[config.mk]
export PLATFORM = sky130hd
export DESIGN_NAME = rd_retry_ctl
export DESIGN_NICKNAME = d
export VERILOG_FILES = /design/src/rtl/rd_retry_pkg.sv /design/src/rtl/rd_retry_fsm.sv /design/src/rtl/rd_retry_out.sv /design/src/rtl/rd_retry_ctl.sv
export SDC_FILE = /design/constraint.sdc
export NUM_CORES = 1
export LEC_CHECK = 0
export BUFFER_PORTS_ARGS = -buffer_cell sky130_fd_sc_hd__buf_2
export CAP_MARGIN = 20
export CELL_PAD_IN_SITES_DETAIL_PLACEMENT = 1
export CELL_PAD_IN_SITES_GLOBAL_PLACEMENT = 1
export CORE_UTILIZATION = 38
export DETAILED_ROUTE_END_ITERATION = 16
export GPL_TIMING_DRIVEN = 0
export PLACE_DENSITY_LB_ADDON = 0.1
export SLEW_MARGIN = 20
export SYNTH_ARGS = -nofsm -noshare
export SYNTH_HDL_FRONTEND = slang
export SYNTH_SLANG_ARGS = --single-unit
[constraint.sdc]
create_clock -name clk -period 3.6 [get_ports clk]
set_input_delay 0.54 -clock clk [delete_from_list [all_inputs] [get_ports clk]]
set_output_delay 0.54 -clock clk [all_outputs]
set_load 0.01 [all_outputs]
[src/rtl/rd_retry_pkg.sv]
`timescale 1ns/1ps
package rd_retry_pkg;
   typedef enum logic [1:0] {
      ST_IDLE,
      ST_WAIT_RESP,
      ST_RETRY_ISSUE,
      ST_DONE
   } rr_state_e;

   localparam logic [1:0] ECC_CLEAN = 2'b00;
   localparam logic [1:0] ECC_CORR  = 2'b01;

   function automatic logic ecc_is_uncorr(input logic [1:0] st);
      return st[1];
   endfunction
endpackage

[src/rtl/rd_retry_fsm.sv]
`timescale 1ns/1ps
module rd_retry_fsm
   import rd_retry_pkg::*;
#(
   parameter int AW    = 32,
   parameter int MAX_W = 3,
   localparam int TRY_W = MAX_W + 1
) (
   input  logic             clk,
   input  logic             rst_n,
   input  logic             cfg_retry_en,
   input  logic [MAX_W-1:0] cfg_max_retry,
   input  logic             req_valid,
   output logic             req_ready,
   input  logic [AW-1:0]    req_addr,
   output logic             cmd_valid,
   output logic [AW-1:0]    cmd_addr,
   input  logic             rsp_valid,
   input  logic [1:0]       rsp_ecc,
   output logic             fin,
   output logic             fin_poison,
   output logic             fin_ce,
   output logic [AW-1:0]    fin_addr,
   output logic [TRY_W-1:0] fin_tries
);
   rr_state_e        state_q, state_d;
   logic [AW-1:0]    addr_q;
   logic [MAX_W-1:0] lim_q;
   logic [MAX_W-1:0] tries_q;
   logic             accept, take_rsp, rsp_ue, do_retry;

   assign req_ready = (state_q == ST_IDLE);
   assign accept    = req_ready && req_valid;
   assign take_rsp  = (state_q == ST_WAIT_RESP) && rsp_valid;
   assign rsp_ue    = ecc_is_uncorr(rsp_ecc);
   assign do_retry  = take_rsp && rsp_ue && (tries_q < lim_q);

   assign cmd_valid = accept || (state_q == ST_RETRY_ISSUE);
   assign cmd_addr  = accept ? req_addr : addr_q;

   assign fin        = take_rsp && !do_retry;
   assign fin_poison = rsp_ue;
   assign fin_ce     = !rsp_ue && ((tries_q != '0) || (rsp_ecc == ECC_CORR));
   assign fin_addr   = addr_q;
   assign fin_tries  = TRY_W'(tries_q) + TRY_W'(1);

   always_comb begin
      state_d = state_q;
      unique case (state_q)
         ST_IDLE:        if (accept) state_d = ST_WAIT_RESP;
         ST_WAIT_RESP: begin
            if (do_retry)      state_d = ST_RETRY_ISSUE;
            else if (take_rsp) state_d = ST_DONE;
         end
         ST_RETRY_ISSUE: state_d = ST_WAIT_RESP;
         ST_DONE:        state_d = ST_IDLE;
         default:        state_d = ST_IDLE;
      endcase
   end

   always_ff @(posedge clk) begin
      if (!rst_n) begin
         state_q <= ST_IDLE;
         addr_q  <= '0;
         lim_q   <= '0;
         tries_q <= '0;
      end else begin
         state_q <= state_d;
         if (accept) begin
            addr_q  <= req_addr;
            lim_q   <= cfg_retry_en ? cfg_max_retry : '0;
            tries_q <= '0;
         end else if (do_retry) begin
            tries_q <= tries_q + MAX_W'(1);
         end
      end
   end

   // a retry command only ever follows an accepted response
   a_r3_reissue_after_resp: assert property (@(posedge clk) disable iff (!rst_n)
      (state_q == ST_RETRY_ISSUE) |-> $past(rsp_valid));
   // retries never exceed the budget captured at accept
   a_r7_tries_bounded: assert property (@(posedge clk) disable iff (!rst_n)
      tries_q <= lim_q);
   // no new request is taken while a sequence is busy
   a_r2_busy_blocks: assert property (@(posedge clk) disable iff (!rst_n)
      accept |=> !req_ready);
endmodule

[src/rtl/rd_retry_out.sv]
`timescale 1ns/1ps
module rd_retry_out #(
   parameter int AW    = 32,
   parameter int DW    = 64,
   parameter int TRY_W = 4
) (
   input  logic             clk,
   input  logic             rst_n,
   input  logic             fin,
   input  logic             fin_poison,
   input  logic             fin_ce,
   input  logic [AW-1:0]    fin_addr,
   input  logic [TRY_W-1:0] fin_tries,
   input  logic [DW-1:0]    rsp_data,
   output logic             fwd_valid,
   output logic [DW-1:0]    fwd_data,
   output logic             fwd_poison,
   output logic             log_ce,
   output logic             log_de,
   output logic [AW-1:0]    log_addr,
   output logic [TRY_W-1:0] log_tries
);
   always_ff @(posedge clk) begin
      if (!rst_n) begin
         fwd_valid  <= 1'b0;
         fwd_data   <= '0;
         fwd_poison <= 1'b0;
         log_ce     <= 1'b0;
         log_de     <= 1'b0;
         log_addr   <= '0;
         log_tries  <= '0;
      end else begin
         fwd_valid <= fin;
         log_ce    <= fin && fin_ce;
         log_de    <= fin && fin_poison;
         if (fin) begin
            fwd_data   <= rsp_data;
            fwd_poison <= fin_poison;
            log_addr   <= fin_addr;
            log_tries  <= fin_tries;
         end
      end
   end

   // each forward is a single-cycle strobe
   a_r4_fwd_single: assert property (@(posedge clk) disable iff (!rst_n)
      fwd_valid |=> !fwd_valid);
   // log strobes only accompany a forward and never both at once
   a_r5_log_with_fwd: assert property (@(posedge clk) disable iff (!rst_n)
      (log_ce || log_de) |-> (fwd_valid && !(log_ce && log_de)));
   // poison and deferred log go together
   a_r7_poison_is_de: assert property (@(posedge clk) disable iff (!rst_n)
      fwd_valid |-> (fwd_poison == log_de));
endmodule

[src/rtl/rd_retry_ctl.sv]
`timescale 1ns/1ps
module rd_retry_ctl #(
   parameter int AW    = 32,
   parameter int DW    = 64,
   parameter int MAX_W = 3,
   localparam int TRY_W = MAX_W + 1
) (
   input  logic             clk,
   input  logic             rst_n,
   input  logic             cfg_retry_en,
   input  logic [MAX_W-1:0] cfg_max_retry,
   input  logic             req_valid,
   output logic             req_ready,
   input  logic [AW-1:0]    req_addr,
   output logic             cmd_valid,
   output logic [AW-1:0]    cmd_addr,
   input  logic             rsp_valid,
   input  logic [DW-1:0]    rsp_data,
   input  logic [1:0]       rsp_ecc,
   output logic             fwd_valid,
   output logic [DW-1:0]    fwd_data,
   output logic             fwd_poison,
   output logic             log_ce,
   output logic             log_de,
   output logic [AW-1:0]    log_addr,
   output logic [TRY_W-1:0] log_tries
);
   if (AW < 1) begin : g_bad_aw
      $error("rd_retry_ctl: AW must be at least 1");
   end
   if (DW < 1) begin : g_bad_dw
      $error("rd_retry_ctl: DW must be at least 1");
   end
   if (MAX_W < 1 || MAX_W > 6) begin : g_bad_maxw
      $error("rd_retry_ctl: MAX_W must lie in 1..6");
   end

   logic             fin, fin_poison, fin_ce;
   logic [AW-1:0]    fin_addr;
   logic [TRY_W-1:0] fin_tries;

   rd_retry_fsm #(.AW(AW), .MAX_W(MAX_W)) u_fsm (
      .clk          (clk),
      .rst_n        (rst_n),
      .cfg_retry_en (cfg_retry_en),
      .cfg_max_retry(cfg_max_retry),
      .req_valid    (req_valid),
      .req_ready    (req_ready),
      .req_addr     (req_addr),
      .cmd_valid    (cmd_valid),
      .cmd_addr     (cmd_addr),
      .rsp_valid    (rsp_valid),
      .rsp_ecc      (rsp_ecc),
      .fin          (fin),
      .fin_poison   (fin_poison),
      .fin_ce       (fin_ce),
      .fin_addr     (fin_addr),
      .fin_tries    (fin_tries)
   );

   rd_retry_out #(.AW(AW), .DW(DW), .TRY_W(TRY_W)) u_out (
      .clk       (clk),
      .rst_n     (rst_n),
      .fin       (fin),
      .fin_poison(fin_poison),
      .fin_ce    (fin_ce),
      .fin_addr  (fin_addr),
      .fin_tries (fin_tries),
      .rsp_data  (rsp_data),
      .fwd_valid (fwd_valid),
      .fwd_data  (fwd_data),
      .fwd_poison(fwd_poison),
      .log_ce    (log_ce),
      .log_de    (log_de),
      .log_addr  (log_addr),
      .log_tries (log_tries)
   );

   // the block is ready again right after a forward
   a_r11_ready_after_fwd: assert property (@(posedge clk) disable iff (!rst_n)
      fwd_valid |=> req_ready);
   // a forward happens only while the block is busy
   a_r2_fwd_while_busy: assert property (@(posedge clk) disable iff (!rst_n)
      fwd_valid |-> !req_ready);
endmodule

# Word level (Yosys, flattened, before mapping)
# Index checks and enable logic that the tools add are counted.
# W data, S select, Z words.
[totals] inputBits=106 ram_bits=0 latch_bits=0 romBits=0 out_inout_bits=138 wordCells=43 n_memories=0 reg_bits=144
[classes] n_addsub=2 multipliers=0 div_mod_pow=0 shift=0 bitwise_logic=1 reduce_logical=16 n_lt_le_gt_ge=1 muxes=6 n_eq_ne=6
[ops] operator="$mux W32" n=1
[ops] operator="$logic_and A1 B1 Y1" n=8
[ops] operator="$pmux W2 S4" n=1
[ops] operator="$mux W2" n=3
[ops] operator="$add A3 B1 Y4 const B" n=1
[ops] operator="$eq A2 B1 Y1 const B" n=2
[ops] operator="$eq A2 B2 Y1 const B" n=2
[ops] operator="$add A3 B1 Y3 const B" n=1
[ops] operator="$lt A3 B3 Y1" n=1
[ops] operator="$mux W3" n=1
[ops] operator="$ne A3 B1 Y1 const B" n=1
[ops] operator="$reduce_bool A3 Y1" n=1
[ops] operator="$logic_not A1 Y1" n=2
[ops] operator="$logic_not A2 Y1" n=1
[ops] operator="$logic_or A1 B1 Y1" n=2
[ops] operator="$ne A2 B2 Y1 const B" n=1
[ops] operator="$reduce_and A2 Y1" n=1
[ops] operator="$reduce_or A2 Y1" n=1
[ops] operator="$not A1 Y1" n=1

# Depth between registers and ports, before layout
# Gate-level depths: netlist of run 1.
[logic_depth] ltp_word=7 depth_mapped=9 mapped_depth_nobuf=6

# Modules after synthesis
# From an unflattened synthesis of run 1, not the netlist that was laid out.
[hier_totals] cells_unflattened=494 hier_area_um2=5796.8
[by_module_without_submodules] mod="rd_retry_out" cells_each=332 seq_area_each_um2=2082.0 area_per_inst_um2=3925.0 instances=1
[by_module_without_submodules] mod="rd_retry_fsm" cells_each=162 seq_area_each_um2=800.8 area_per_inst_um2=1871.8 instances=1

# Worst setup path after synthesis of run 1
# Ideal clock, no wire load.
[synth_path] kind="reg2out" startpoint="register u_fsm.state_q[1]" endpoint="output cmd_addr[0]" required_ns=3.060 arrival_ns=1.337 stages_incl_launch_ff=6 slack_ns=1.723 path_cell_list="dfxtp_1 nor2_1 and2_1 buf_6 buf_6 mux2_4"
[synth_between] elab_chain_cells=3
[synth_rtl] item="from (decl)" line_no="rd_retry_fsm.sv:26" rtl="rr_state_e state_q, state_d;"
[synth_rtl] item="from (signal assigned)" line_no="rd_retry_fsm.sv:68" rtl="state_q <= state_d;"
[synth_rtl] item="$logic_not A2 Y1" line_no="rd_retry_fsm.sv:32" rtl="assign req_ready = (state_q == ST_IDLE);"
[synth_rtl] item="net req_ready" line_no="rd_retry_ctl.sv:13" rtl="output logic req_ready,"
[synth_rtl] item="$logic_and A1 B1 Y1" line_no="rd_retry_fsm.sv:33" rtl="assign accept = req_ready && req_valid;"
[synth_rtl] item="$mux W32" line_no="rd_retry_fsm.sv:39" rtl="assign cmd_addr = accept ? req_addr : addr_q;"
[synth_rtl] item="to (decl)" line_no="rd_retry_ctl.sv:16" rtl="output logic [AW-1:0] cmd_addr,"
# The timed path passes the listed nets, and every way through them passes these cells.

# Worst setup path in the final report of run 1
[layout_path] startpoint="register u_fsm.state_q[1]" endpoint="output cmd_addr[3]"
[layout_between] elab_chain_cells=3
[layout_rtl] item="$logic_not A2 Y1" line_no="rd_retry_fsm.sv:32"
[layout_rtl] item="$logic_and A1 B1 Y1" line_no="rd_retry_fsm.sv:33"
[layout_rtl] item="$mux W32" line_no="rd_retry_fsm.sv:39"
# Every way passes these cells.

==> results.tsv, run 1 <==
metric	value	unit
fmaxAchievable	0.407	GHz
cap_viol_max_count	0	
cts_buffers	17	
drt-vias-per-instance	4.70	
postCtsResizedCells	0	
holdPathEnd	u_out.log_ce	
clk_root_buffer_cell	clkbuf_16	
gr-usage-all-layers	0.217	
pin_count_of_the_biggest_net_entering_global_routing	17	
ir_worst_vdd	338	µV
ant_nets	0	
count_of_input_and_output_buffers	243	
synth_top_cell_area_share	0.482	
worstHoldPathType	input pin to register	
clk_latency	0.42	ns
proportion_of_layout_cells_with_a_drive_suffix_above_1	0.376	
numClockSinks	144	
final.setup.worst_slack	1.14	ns
nets	970	
dp_worst_setup_slack	1.44	ns
yosys.cell_types.count	34	
critPathLaunchType	register	
worstSetupPathType	register to output port	
core_box_area	0.0153	mm²
post-route-drc-count	0	
cp_max_fo	10	
drt_iter0_markers	168	
yosys-top-cells-area	dfxtp_1 (48%), mux2i_1 (17%), nand2_1 (13%)	
vias_in_the_first_global_route	5425	
overflow	0	
crit-reg2reg-launch	u_fsm.tries_q[2]	
drt_pre_antenna_iters	6	
crit_path_start	u_fsm.state_q[1]	
fin_crit_sh	0.683	
finClkSkew	0.00861	ns
first_pass_grt_wire_length	27.1	mm
synth_top_cells_by_count	nand2_1 (204), dfxtp_1 (144), mux2i_1 (99), and2_1 (35), mux2_4 (27)	
timing.setup.tns	0	ns
yosys_most_used_dff	dfxtp_1	
rows	45	
yosysWarningCount	0	
period_minus_slack	2.46	ns
yosysSeqAreaShare	0.482	
timing.critical_path.to_type	output port	
leakage	3.76	nW
grt_antenna_before_repair	0	
grt_setup_unrepaired	no	
timing.hold.worst_path_depth	2	
dpl.hpwl	13.1	mm
die_height	128	µm
worstMarginPinSlew	0.523	ns
syn-num-nets	708	
syn_avg_cell_area	10.0	µm²
ff2ff_setup_slack	1.62	ns
post_cts.repair.setup_buffers	0	
area_of_the_mapped_netlist	0.00599	mm²
reg2regPathDepth	8	
syn2layout_area_growth	35.3	%
finalSetupViolations	0	
timing.slew.headroom	0.652	
via_count	5094	
slew_violations	0	
initial_core_util	0.391	
cts.reportedPaths.clkPinSlew	0.05	ns
timing_hold_violations_final	0	
yosys.cell_count.top_type	nand2_1	
design.die.area	0.0163	mm²
rr_endpoint	u_out.fwd_data[57]	
power.density_cell_area	511	mW/mm²
synthCells	598	
critPathArrivalTime	1.92	ns
cts.htree.levels	4	
avgRoutedWirePerCell	15.7	µm
boundaryPins	244	
worst-endpoint-required	3.06	ns
hold_buffers	0	
postRouteWirelength	17.0	mm
synth_async_sr_flop_share	0	
max-clock-path-buffers	2	
status	finished, final reports clean	
die_x	128	µm
tritoncts_clock_tree	done	
postSynthRegisterBits	144	
min_from	rsp_ecc[1]	
synth_edf_count	0	
gp_routability_congestion	0.774	
synth.largest_area_cell	dfxtp_1	
==> cells in the final DEF (no fill, tap or decap), types with 9 or more instances in the layout <==
master,instances
mux2_4,27
clkbuf_16,17
mux2i_1,99
buf_2,245
clkbuf_1,25
and2_1,35
dfxtp_1,144
buf_12,9
nand2_1,204
==> how the worst max path moves through the flow <==
stage                        to  slack [ns]  cells past startpoint
floorplan           cmd_addr[0]        1.72                      5
global placement    cmd_addr[3]        1.45                      6
detailed placement  cmd_addr[3]        1.44                      6
CTS                 cmd_addr[3]        1.10                      6
global route        cmd_addr[3]        1.02                      6
finish              cmd_addr[3]        1.14                      6
==> area by class of cell <==
cell class              instances  area [µm²]
diodes                          1        2.50
plain buffers                  42         359
clock buffers                  21         470
clock inverters                10         159
fillers                      1819        7220
inverters                       4        15.0
multi-input cells             408        2730
flip-flops and latches        144        2880
well taps                     211         264
repair buffers                243        1220
==> critical path, stage by stage, from the launching register on <==
cell	delay, ns
dfxtp_1	0.34
nor2_1	0.16
and2_1	0.16
buf_6	0.15
buf_6	0.20
mux2_4	0.33
buf_2	0.14
==> flip-flops by register name, indices dropped and copies added (netlist names) <==
register	cells
u_fsm.fin_addr	32
u_fsm.lim_q	3
u_fsm.state_q	2
u_fsm.tries_q	3
u_out.fwd_data	64
u_out.fwd_poison	1
u_out.fwd_valid	1
u_out.log_addr	32
u_out.log_ce	1
u_out.log_de	1
u_out.log_tries	4
==> per-layer routing <==
layer	part of all wire	routed length, µm	up-vias	GRT usage
met3	0.061	1040	25	0.0603
met2	0.52	8820	160	0.396
li1	-	-	2477	-
met4	0.021	366	0	0.0966
met5	0	0	-	0
met1	0.40	6810	2432	0.233
==> where the power goes <==
group	internal (mW)	switching (mW)	leakage, nW
sequential	1.67	0.0389	1.17
combinational	0.279	0.282	2.29
clock	1.21	0.659	0.305
==> logic make-up after synthesis <==
group / Yosys count / share of synthesized area
simple gates: 259 / 0.184
flops: 144 / 0.482
mux: 131 / 0.243
buf+inv: 46 / 0.0625
compound gates: 12 / 0.0178
fa+ha+maj: 4 / 0.00836
xor+xnor: 2 / 0.00293
==> through the flow <==
| stage | hold slack (ns) | cells | util | total power [mW] | area [µm²] |
|---|---|---|---|---|---|
| floorplan | 0.436 | 598 | - | 2.09 | 5990 |
| global placement | 0.438 | 1052 | 0.488 | 2.29 | 7470 |
| detailed placement | 0.444 | 1052 | 0.488 | 2.31 | 7470 |
| CTS | 0.300 | 1083 | 0.529 | 4.19 | 8100 |
| global route | 0.317 | 1083 | 0.529 | 4.31 | 8100 |
| finish | 0.321 | 1084 | 0.529 | 4.14 | 8100 |
Power figures use the tool's default switching activity.
==> run 2: changes to the inputs <==
- ABC_AREA: default -> 1
- CORE_UTILIZATION: 38 -> 29
- clock period: 3.6 -> 2.1 ns (I/O delays scaled with it)
==> run 2 against run 1 <==
  * Worst setup slack got worse by 1.0 ns
  * Largest cell class unchanged
  * Cell area rose by 0.28%
  * Power rose by 83%
  * Die area rose by 27%
  * Critical endpoint unchanged
  * Routed wire length rose by 4.7%
  * Register-to-register slack got worse by 1.4 ns
  * Flip-flop and latch count did not move
  * Clock power rose by 78%
  * Synthesized cell count rose by 47%
==> results.tsv, run 2 <==
metric	value	unit	change
status	finished, final reports clean		
postSynthRegisterBits	144		unchanged
synth_edf_count	0		unchanged
synth.largest_area_cell	dfxtp_1		
tritoncts_clock_tree	done		
worst_path_largest_cell_delay	0.39	ns	+0.05 ns
path_depth	8		+2
switching_power	2.06	mW	+110%
vias_in_the_first_global_route	5749		+6.0%
fin_crit_sh	0.930		
postRouteWirelength	17.8	mm	+4.7%
drt_iter0_markers	120		-29%
gp_routability_congestion	0.742		-4.1%
yosys.cell_count.top_type	nand2_1		
area_of_the_mapped_netlist	0.00580	mm²	-3.1%
crit_path_start	u_fsm.state_q[0]		
slew_violations	0		unchanged
period_minus_slack	1.95	ns	
design.die.area	0.0206	mm²	+27%
nets	1251		+29%
first_pass_grt_wire_length	28.1	mm	+3.6%
critPathArrivalTime	1.64	ns	-0.28 ns
dp_worst_setup_slack	-0.0221	ns	-1.47 ns
crit_family	buffers and inverters		
cap_viol_max_count	0		unchanged
cts.htree.levels	4		unchanged
drt-vias-per-instance	4.12		-12%
drt-met1-wl	7.62	mm	+12%
largest_register_ff_count	64		unchanged
sequential_share_of_power	0.399		-0.014
final.setup.worst_slack	0.146	ns	-0.996 ns
pin_count_of_the_biggest_net_entering_global_routing	17		unchanged
layout.cells.most_common_list	buf_2 (250), nand2_1 (241), nor2_1 (235)		
timing.critical_path.to_type	output port		
leakage	4.54	nW	+21%
post-route-drc-count	0		unchanged
die_x	143	µm	+12%
syn_avg_cell_area	6.61	µm²	-34%
rr_endpoint	u_out.log_addr[16]		
worstSetupPathType	register to output port		
power.density_cell_area	932	mW/mm²	+82%
worst_path_most_repeated_cell	buf_6		
grt_setup_unrepaired	yes		
grt_antenna_before_repair	0		unchanged
fin_total_pwr	7.57	mW	+83%
critical_path.n_buffers_inverters	4		+1
numClockSinks	144		unchanged
reg2regPathDepth	11		+3
fmaxAchievable	0.512	GHz	
largest-register	u_out.fwd_data		
num-fill-cells	2632		+45%
die_height	143	µm	+12%
final_common_cell	buf_2		
finalSetupViolations	0		unchanged
ir_worst_vdd	520	µV	+54%
clockPowerShare	0.439		-0.012
synth_async_sr_flop_share	0		unchanged
syn-num-nets	988		+40%
antenna_cells_inserted	0		-1
gr-usage-all-layers	0.177		-0.0401
synth_top_cells_by_count	nand2_1 (242), nor2_1 (237), inv_1 (145), dfxtp_1 (144), o21ai_0 (35)		
cts_buffers	17		unchanged
timing.slew.headroom	0.544		-0.107
maxUsedRoutingLayer	met4		
via_count	5840		+15%
timing.critical_path.cells	nor2_4, nand2_2, buf_6, buf_6, nand2_1, o21ai_1, inv_1, buf_2		
yosysWarningCount	0		unchanged
critPathLaunchType	register		
yosys-top-cells-area	dfxtp_1 (50%), nand2_1 (16%), nor2_1 (15%)		
boundaryPins	244		unchanged
synth_top_cell_area_share	0.497		+0.0155
cp_max_fo	10		unchanged
avgRoutedWirePerCell	12.6	µm	-20%
count_of_input_and_output_buffers	242		-0.41%
crit-reg2reg-launch	u_fsm.lim_q[2]		
clk_latency	0.42	ns	about the same
met3RoutedLength	1.59	mm	+52%
crit_path_top_delay_cell	dfxtp_2		
core_box_area	0.0195	mm²	+27%
cts.reportedPaths.clkPinSlew	0.06	ns	about the same
initial_core_util	0.297		-0.0939
met2RoutedLength	8.46	mm	-4.1%
clk_root_buffer_cell	clkbuf_16		
p_sw_frac	0.272		+0.0355
ff2ff_setup_slack	0.21	ns	-1.41 ns
max-clock-path-buffers	2		unchanged
finalCoreUtilization	0.416		-0.113
cp-endpoint	cmd_addr[3]		
worstHoldPathType	input pin to register		
internal_power	5.51	mW	+74%
synthCells	878		+47%
worst-endpoint-required	1.78	ns	-1.28 ns
finClkSkew	0.00682	ns	-0.00179 ns
power.combinational.fraction	0.162		+0.026
yosys.cell_types.count	22		-35%
drt_pre_antenna_iters	4		-2
yosys_most_used_dff	dfxtp_1		
finalNonFillerCells	1419		+31%
syn2layout_area_growth	40.0	%	
dpl.hpwl	13.6	mm	+4.0%
proportion_of_layout_cells_with_a_drive_suffix_above_1	0.280		-0.0963
timing.setup.tns	0	ns	unchanged
timing_hold_violations_final	0		unchanged
yosysSeqAreaShare	0.497		+0.0155
post-place-cells	1385		+32%
overflow	0		unchanged
worstMarginPinSlew	0.684	ns	+0.161 ns
ant_nets	0		unchanged
rows	51		+13%
## run 2: cell types whose count changed in the layout (fill, tap and decap cells not counted), sizes merged, moves of 9 or more
cell | previous run | this run
buf | 261 | 270
o21ai | 2 | 36
inv | 4 | 152
and2 | 36 | 0
nand2 | 204 | 243
mux2i | 99 | 0
nor2 | 5 | 237
clkbuf | 45 | 36
mux2 | 32 | 0
## run 2: how the worst min path moves through the flow
stage | startpoint | to | slack (ns) | cells past startpoint
after floorplan | u_fsm.lim_q[0] | u_fsm.lim_q[0] | 0.45 | 2
after global placement | u_out.fwd_data[59] | u_out.fwd_data[59] | 0.46 | 2
after detailed placement | u_out.fwd_data[16] | u_out.fwd_data[16] | 0.47 | 2
after CTS | req_addr[7] | u_fsm.fin_addr[7] | 0.14 | 3
after global routing | req_addr[12] | u_fsm.fin_addr[12] | 0.15 | 3
final | req_addr[12] | u_fsm.fin_addr[12] | 0.15 | 3
## run 2: area by class of cell
cell class / count / area, µm² / area share
Sequential cell: 144 / 2890 / 0.355
Multi-Input combinational cell: 543 / 2220 / 0.274
Timing Repair Buffer: 245 / 1230 / 0.152
Inverter: 148 / 556 / 0.0684
Clock buffer: 19 / 453 / 0.0558
Tap cell: 265 / 332 / 0.0408
Buffer: 42 / 239 / 0.0294
Clock inverter: 13 / 199 / 0.0245
## run 2: power by group through the flow
stage / Sequential [mW] / Clock [mW] / Combinational (mW)
finish: 3.02 / 3.32 / 1.23
global placement: 3.07 / 0 / 1.19
CTS: 3.02 / 3.41 / 1.23
floorplan: 3.14 / 0 / 0.617
global route: 3.04 / 3.53 / 1.41
detailed placement: 3.08 / 0 / 1.20
## run 2: worst reg2reg max path, stage by stage, from the launching register on
cell,delay [ns]
dfxtp_1,0.31
inv_1,0.05
ha_1,0.28
nand2_1,0.06
inv_2,0.05
nand2_2,0.10
a21oi_4,0.16
buf_4,0.15
clkbuf_1,0.38
nand2_1,0.13
nand2_1,0.09
nor2_1,0.04
## run 2: stage by stage
stage | instance area [µm²] | hold slack [ns]
global route | 8120 | 0.146
CTS | 8060 | 0.140
floorplan | 5800 | 0.453
finish | 8120 | 0.149
global placement | 7340 | 0.457
detailed placement | 7340 | 0.467
## run 2: layer usage
| layer | up-vias | GRT usage |
|---|---|---|
| met4 | 0 | 0.0521 |
| li1 | 3061 | - |
| met5 | - | 0 |
| met2 | 163 | 0.303 |
| met3 | 14 | 0.0700 |
| met1 | 2602 | 0.202 |
## run 2: cell families (layout without fill, tap and decap cells)
family | Yosys count | count (layout) | share of synthesized area
xor gates and xnor gates | 1 | 1 | 0.00151
adders and majority gates | 4 | 4 | 0.00863
AOI/OAI and AO/OA | 45 | 45 | 0.0412
and+or+nand+nor | 493 | 493 | 0.323
buffers and inverters | 191 | 467 | 0.129
DFF | 144 | 144 | 0.497
## run 2: what timing repair did
action / 4_1_cts / 5_1_grt
pin swaps: 1 / 1
setup buffers: 3 / 0
gates resized for setup: 32 / 43
hold endpoints to repair: 0 / 0
hold buffers: 0 / 0
endpoints found under the setup margin: 58 / 87
